File: config.mk
export PLATFORM = sky130hd
export DESIGN_NAME = prot_resp_top
export DESIGN_NICKNAME = d
export VERILOG_FILES = /design/src/rtl/prot_resp_pkg.sv /design/src/rtl/prot_hold_reg.sv /design/src/rtl/prot_answer_fn.sv /design/src/rtl/prot_resp_top.sv
export SDC_FILE = /design/constraint.sdc
export NUM_CORES = 1
export LEC_CHECK = 0
export BUFFER_PORTS_ARGS = -buffer_cell sky130_fd_sc_hd__buf_4
export CAP_MARGIN = 10
export CORE_AREA = 2 2 39 41
export DETAILED_ROUTE_END_ITERATION = 10
export DIE_AREA = 0 0 41 43
export GPL_TIMING_DRIVEN = 0
export PLACE_DENSITY = 0.78
export SLEW_MARGIN = 25
export SYNTH_ARGS = -nofsm -noshare
export SYNTH_HDL_FRONTEND = slang
export SYNTH_HIERARCHICAL = 1
export SYNTH_SLANG_ARGS = --single-unit
File: constraint.sdc
create_clock -name clk -period 1.5 [get_ports clk]
set_input_delay 0.15 -clock clk [delete_from_list [all_inputs] [get_ports clk]]
set_output_delay 0.15 -clock clk [all_outputs]
set_load 0.01 [all_outputs]
File: src/rtl/prot_resp_pkg.sv
// Package: shared width constants and the answer function.
// Assumes the challenge key is always the low four bits of the holding register.
package prot_resp_pkg;
    localparam int KEY_W = 4;
    localparam int ANS_W = 8;

    // Builds the eight-bit answer from a four-bit key.
    function automatic logic [ANS_W-1:0] answer_of(input logic [KEY_W-1:0] k);
        logic [ANS_W-1:0] a;
        a[3:0] = k;
        a[4]   = ~(|k);
        a[5]   = (k[2] | k[3]) & (k[0] | k[1]);
        a[6]   = k[0] | k[3];
        a[7]   = k[1] & ~k[2];
        return a;
    endfunction
endpackage

File: src/rtl/prot_hold_reg.sv
// Holding register: stores the full write word on a write strobe.
// Assumes a synchronous active-low reset that clears it to zero.
module prot_hold_reg #(
    parameter int DATA_W = 8
) (
    input  logic              clk,
    input  logic              rst_n,
    input  logic              load,
    input  logic [DATA_W-1:0] din,
    output logic [DATA_W-1:0] q
);
    // Capture the write word; reads never touch this register.
    always_ff @(posedge clk) begin
        if (!rst_n)    q <= '0;
        else if (load) q <= din;
    end
endmodule

File: src/rtl/prot_answer_fn.sv
// Answer function: combinational map from the key to the answer byte.
// Assumes the key has already been cut from the holding register.
module prot_answer_fn
    import prot_resp_pkg::*;
(
    input  logic [KEY_W-1:0] key,
    output logic [ANS_W-1:0] ans
);
    // Evaluate the fixed answer equations.
    always_comb ans = answer_of(key);
endmodule

File: src/rtl/prot_resp_top.sv
// Top: holding register, answer function and registered read port.
// Assumes DATA_W >= 4; only the low four stored bits form the key.
module prot_resp_top
    import prot_resp_pkg::*;
#(
    parameter int DATA_W = 8
) (
    input  logic              clk,
    input  logic              rst_n,
    input  logic              wr_stb,
    input  logic [DATA_W-1:0] wr_data,
    input  logic              rd_stb,
    output logic [7:0]        rd_data
);
    logic [DATA_W-1:0] latch_q;
    logic [ANS_W-1:0]  ans_now;

    prot_hold_reg #(.DATA_W(DATA_W)) u_hold (
        .clk   (clk),
        .rst_n (rst_n),
        .load  (wr_stb),
        .din   (wr_data),
        .q     (latch_q)
    );

    prot_answer_fn u_fn (
        .key (latch_q[KEY_W-1:0]),
        .ans (ans_now)
    );

    // Load the answer on a read strobe and hold it otherwise.
    always_ff @(posedge clk) begin
        if (!rst_n)      rd_data <= '0;
        else if (rd_stb) rd_data <= ans_now;
    end
endmodule

==> impl_results.md, run 1 <==
- # fillers: 140
- Setup TNS: 0 ns
- Net Sw Frac: 22.8%
- CORE AREA: 0.00138 mm^2
- Internal: 0.000486 W
- Syn-to-layout area delta: 26.8%
- Routed WL: 804 um
- Register share of total power: 55.3%
- Commonest non-fill, non-tap cell in the layout: buf_4
- Max Freq: 1130 MHz
- ANT cells: 0
- CP max stage cell: dfxtp_1
- CTS buffer count: 3
- Drt initial violations: 1
- Critical path cell sequence: nor4_2 -> mux2i_1 -> nor2b_1
- Setup Buffers After CTS: 0
- HP Class: in2reg
- Setup CP Type: reg2reg
- CTS clk-pin slew, worst paths: 0.07 ns
- Die area: 0.00176 mm^2
- Share of layout cells above drive strength 1: 38.7%
- Initial antenna violation count: 0
- Critical hold path startpoint: wr_data[1]
- Clk pwr share: 30.3%
- DR vias/cell: 4.44
- DRT Pass-1 Iters: 2
- Worst setup EP type: flip-flop
- PwrDens: 948 mW/mm^2
- Worst-path fanout max: 5
- Pwr Total: 0.000629 W
- Post_cts resized: 0
- Fin crit share: 58.8%
- Final core utilization: 47.9%
- NetSw: 0.000143 W
- Max H-tree Level: 1
- Slew margin rel.: 87.4%
- Gpl congestion: 0.676
- Cells after DPL: 75
- Largest net degree at the start of global routing: 13
- # clock sinks: 12
- Final hold vios: 0
- RSZ-0062 raised after global routing: no
- CP startpoint kind: flip-flop
- Number of hold buffers added after cts: 0
- Rows: 14
- Routed WL per cell: 10.3 um
- Worst Tran Pin Value: 0.188 ns
- Port bufs: 13
- CP arrival: 1.09 ns
- Final nets: 76
- Clk root buf: clkbuf_4
- Worst R2R Start: u_hold/q[1]$_SDFFE_PN0P_
- Floorplan die height: 43 um
- Non-filler instance count after layout: 78
- Post-Synthesis Cells: 46
- Clk buf depth: 2
- Max-cap violations: 0
- Worst-case clock skew: 0.00171 ns
- Vias in the first global route: 273
- Period minus WS final: 0.882 ns
- DP HPWL: 590 um
- Commonest cells after routing, fill and taps aside: buf_4, nor2b_1, mux2i_1, dfxtp_1, clkbuf_4
- Clock latency on the worst-skew pair: 0.26 ns
- Post-synth net total: 58
- Initial Util: 37.8%
- Global-route wire length before repair: 1210 um
- I/O pins: 20
- Vias: 346
- Overflow after GRT: 0
- WP buf/inv: 0
- Syn Area/Cell: 11.4 um^2
- Mapped Area: 523 um^2
- CP top delay family: simple AND/OR/NAND/NOR gates
- Combinational power share: 14.4%
- Die X: 41 um
- CTS tree: built
- Worst Setup SP: u_hold/q[1]$_SDFFE_PN0P_
- Pins over their slew limit: 0
- IR Drop Worst-Case VDD: 0.000366 V
- LEAKAGE: 0.311 nW
- Biggest cell delay along the critical path: 0.35 ns
- Tot GR Track Use: 11.3%
- Status: finished, final reports clean
- Post-route ant nets: 0
- Yosys warns: 6
- Residual DRC: 0
- WP data required: 1.71 ns
- Final setup fails: 0
==> final cells by class <==
class / instances / area [um^2] / share of cell area (%)
Clock buffer: 3 / 22.5 / 3.40
Sequential cell: 12 / 240 / 36.2
Buffer: 6 / 52.6 / 7.92
Tap cell: 16 / 20.0 / 3.02
Multi-Input combinational cell: 28 / 230 / 34.7
Timing Repair Buffer: 13 / 97.6 / 14.7
==> sequential cells by signal (all words and copies together) (netlist names) <==
signal	flops
rd_data	8
u_hold/q	4
==> tightest hold or removal path: stages <==
cell	delay [ns]
buf_4	0.08
mux2i_1	0.05
nor2b_1	0.09
==> path summary, 6_finish.rpt <==
| check | to | slack [ns] | depth (start not counted) |
|---|---|---|---|
| worst min-delay path | u_hold/q[1]$_SDFFE_PN0P_ | 0.14 | 3 |
| worst min register to register | rd_data[0]$_SDFFE_PN0P_ | 0.52 | 2 |
| worst max register to register | rd_data[4]$_SDFFE_PN0P_ | 0.62 | 3 |
| worst max-delay path | rd_data[4]$_SDFFE_PN0P_ | 0.62 | 3 |
==> power by group through the flow <==
stage                     Clock [W]  Sequential (W)  Combinational, W
after global placement            0        0.000355         0.0000901
after global routing       0.000215        0.000351         0.0000985
final                      0.000191        0.000348         0.0000904
after detailed placement          0        0.000355         0.0000920
after CTS                  0.000203        0.000348         0.0000918
after floorplan                   0        0.000357         0.0000557
==> metrics by stage <==
step	instance area [um^2]	setup slack [ns]	hold WS (ns)
after floorplan	523	0.673	0.278
after global placement	641	0.629	0.409
after detailed placement	641	0.622	0.417
after CTS	663	0.609	0.128
after global routing	663	0.554	0.150
final	663	0.618	0.141
==> per-layer routing <==
metal  wire, um  track usage [%]  vias to the layer above
met5          0                0                        -
met4         14             12.0                        0
met3         54             4.71                        2
met2        339             11.9                       11
met1        396             15.3                      151
li1           -                -                      182
(Power assumes the default switching activity.)
==> run 2: changes to the inputs <==
Settings changed: CORE_AREA 2 2 39 41 to default, CORE_MARGIN from default to 1, CORE_UTILIZATION from default to 48, DIE_AREA 0 0 41 43 to default, PLACE_DENSITY 0.78 to 0.75.
Clock period 1.5 ns to 0.9 ns, I/O delays scaled along.
==> run 2 against run 1 <==
Effect of this change:
- worst setup slack worse by 0.61 ns
- clock power up 94%
- power rose by 76%
- flip-flop and latch count is the same
- maximum frequency fell by 1.0%
- clock-buffer cell count rose by 1
- highest routed layer unchanged
==> impl_results.md, run 2 (same netlist as run 1, synthesis figures left out) <==
- PwrDens: 1650 mW/mm^2 (was 948 mW/mm^2)
- Routed WL per cell: 11.5 um (was 10.3 um)
- Vias: 372 (was 346)
- Multi-input gate area: 230 um^2 (unchanged)
- Setup TNS: 0 ns (unchanged)
- Internal: 0.000839 W (was 0.000486 W)
- Slew margin rel.: 86.9% (was 87.4%)
- Final setup fails: 0 (unchanged)
- R2R setup slack: 0.009 ns (was 0.62 ns)
- Worst-case clock skew: 0.00201 ns (was 0.00171 ns)
- Register share of total power: 52.7% (was 55.3%)
- Commonest cells after routing, fill and taps aside: buf_4, nor2b_1, mux2i_1 (was buf_4, nor2b_1, mux2i_1, dfxtp_1, clkbuf_4)
- Combinational power share: 13.9% (was 14.4%)
- # fillers: 81 (was 140)
- Final hold vios: 0 (unchanged)
- Clk buf depth: 2 (unchanged)
- Largest registers: rd_data: 8 flops, u_hold/q: 4 flops (unchanged)
- Initial antenna violation count: 0 (unchanged)
- Syn-to-layout area delta: 28.2% (was 26.8%)
- Port bufs: 13 (unchanged)
- Post-route ant nets: 0 (unchanged)
- Clock latency on the worst-skew pair: 0.27 ns (was 0.26 ns)
- Largest Register: rd_data (unchanged)
- CTS buffer count: 3 (unchanged)
- Floorplan die height: 35.0 um (was 43 um)
- Share of layout cells above drive strength 1: 46.0% (was 38.7%)
- CTS tree: built (unchanged)
- CORE AREA: 963 um^2 (was 0.00138 mm^2)
- Die X: 35.0 um (was 41 um)
- CP arrival: 1.11 ns (was 1.09 ns)
- Max Freq: 1120 MHz (was 1130 MHz)
- Worst-path fanout max: 5 (unchanged)
- Number of flip-flops in the largest register: 8 (unchanged)
- Max H-tree Level: 1 (unchanged)
- Residual DRC: 0 (unchanged)
- Clk pwr share: 33.4% (was 30.3%)
- I/O pins: 20 (unchanged)
- CTS clk-pin slew, worst paths: 0.12 ns (was 0.07 ns)
- WP data required: 1.12 ns (was 1.71 ns)
- Final core utilization: 69.6% (was 47.9%)
- Pins over their slew limit: 0 (unchanged)
- Drt initial violations: 3 (was 1)
- DP Worst Slack: 0.000337 ns (was 0.622 ns)
- DRT Pass-1 Iters: 3 (was 2)
- LEAKAGE: 0.319 nW (was 0.311 nW)
- ANT cells: 0 (unchanged)
- NetSw: 0.000267 W (was 0.000143 W)
- Vias in the first global route: 376 (was 273)
- Net Sw Frac: 24.1% (was 22.8%)
- Worst Tran Pin Value: 0.195 ns (was 0.188 ns)
- Setup CP Type: reg2reg (unchanged)
- Fin crit share: 99.0% (was 58.8%)
- Post-route cell area: 671 um^2 (was 663 um^2)
- Tot GR Track Use: 17.3% (was 11.3%)
- DR vias/cell: 4.89 (was 4.44)
- Max-cap violations: 0 (unchanged)
- CP startpoint kind: flip-flop (unchanged)
- Overflow after GRT: 0 (unchanged)
- Clk root buf: clkbuf_2 (was clkbuf_4)
- Initial Util: 54.3% (was 37.8%)
- Worst setup EP type: flip-flop (unchanged)
- Hold_ws: 0.0877 ns (was 0.141 ns)
- Status: finished, final reports clean (unchanged)
- Period minus WS final: 0.891 ns (was 0.882 ns)
- Die area: 0.00123 mm^2 (was 0.00176 mm^2)
- Global-route wire length before repair: 1470 um (was 1210 um)
- Number of hold buffers added after cts: 0 (unchanged)
- HP Class: in2reg (unchanged)
- Gpl congestion: 0.669 (was 0.676)
- RSZ-0062 raised after global routing: yes (was no)
- Setup slack after layout: 0.00906 ns (was 0.618 ns)
- Largest net degree at the start of global routing: 13 (unchanged)
- Final nets: 76 (unchanged)
- Rows: 11 (was 14)
- Commonest non-fill, non-tap cell in the layout: buf_4 (unchanged)
- # clock sinks: 12 (unchanged)
- Routed WL: 875 um (was 804 um)
- Post-DP Area: 637 um^2 (was 641 um^2)
- FF+latch area: 245 um^2 (was 240 um^2)
- IR Drop Worst-Case VDD: 0.000832 V (was 0.000366 V)
-- run 2: final cells by class --
cell class                 count  share of cell area [%]
tap                           13                    2.43
timing repair buffer          13                    14.6
sequential                    12                    36.6
multi-input combinational     28                    34.3
clock buffer                   4                    4.29
buffer                         6                    7.84
-- run 2: final timing paths --
check,end,cells after the start,startpoint
setup / recovery,rd_data[4]$_SDFFE_PN0P_,3,u_hold/q[1]$_SDFFE_PN0P_
hold / removal,u_hold/q[3]$_SDFFE_PN0P_,3,wr_data[3]
setup reg to reg,rd_data[4]$_SDFFE_PN0P_,3,u_hold/q[1]$_SDFFE_PN0P_
hold reg to reg,rd_data[2]$_SDFFE_PN0P_,2,rd_data[2]$_SDFFE_PN0P_
-- run 2: routing by layer --
metal | wire, um | vias to the layer above | global-route usage [%]
met3 | 43 | 2 | 5.77
met2 | 432 | 12 | 29.2
met1 | 388 | 173 | 18.0
met5 | 0 | - | 0
li1 | - | 185 | -
met4 | 10 | 0 | 12.0
-- run 2: per-stage QoR --
stage / power [W] / std cells
finish: 0.00111 / 76
floorplan: 0.000688 / 46
CTS: 0.00111 / 76
global route: 0.00117 / 76
detailed placement: 0.000747 / 72
global placement: 0.000738 / 72
-- run 2: worst max-delay path, cell delays in order (launching register included) --
cell     delay (ns)
dfxtp_2        0.37
nor4_2         0.26
mux2i_1        0.11
nor2b_1        0.11
-- run 2: power groups by stage --
| stage | Combinational, W | Sequential [W] | Clock (W) |
|---|---|---|---|
| 5_1_grt | 0.000166 | 0.000586 | 0.000419 |
| 6_report | 0.000153 | 0.000583 | 0.000370 |
| 3_5_place_dp | 0.000154 | 0.000593 | 0 |
| 2_1_floorplan | 0.0000928 | 0.000595 | 0 |
| 3_3_place_gp | 0.000148 | 0.000591 | 0 |
| 4_1_cts | 0.000154 | 0.000581 | 0.000375 |
-- run 2: timing repair --
item	in CTS	in global routing
endpoints found under the hold margin	0	0
endpoints found under the setup margin	2	4
setup buffers	0	0
gates resized for setup	1	3
pin swaps	0	0
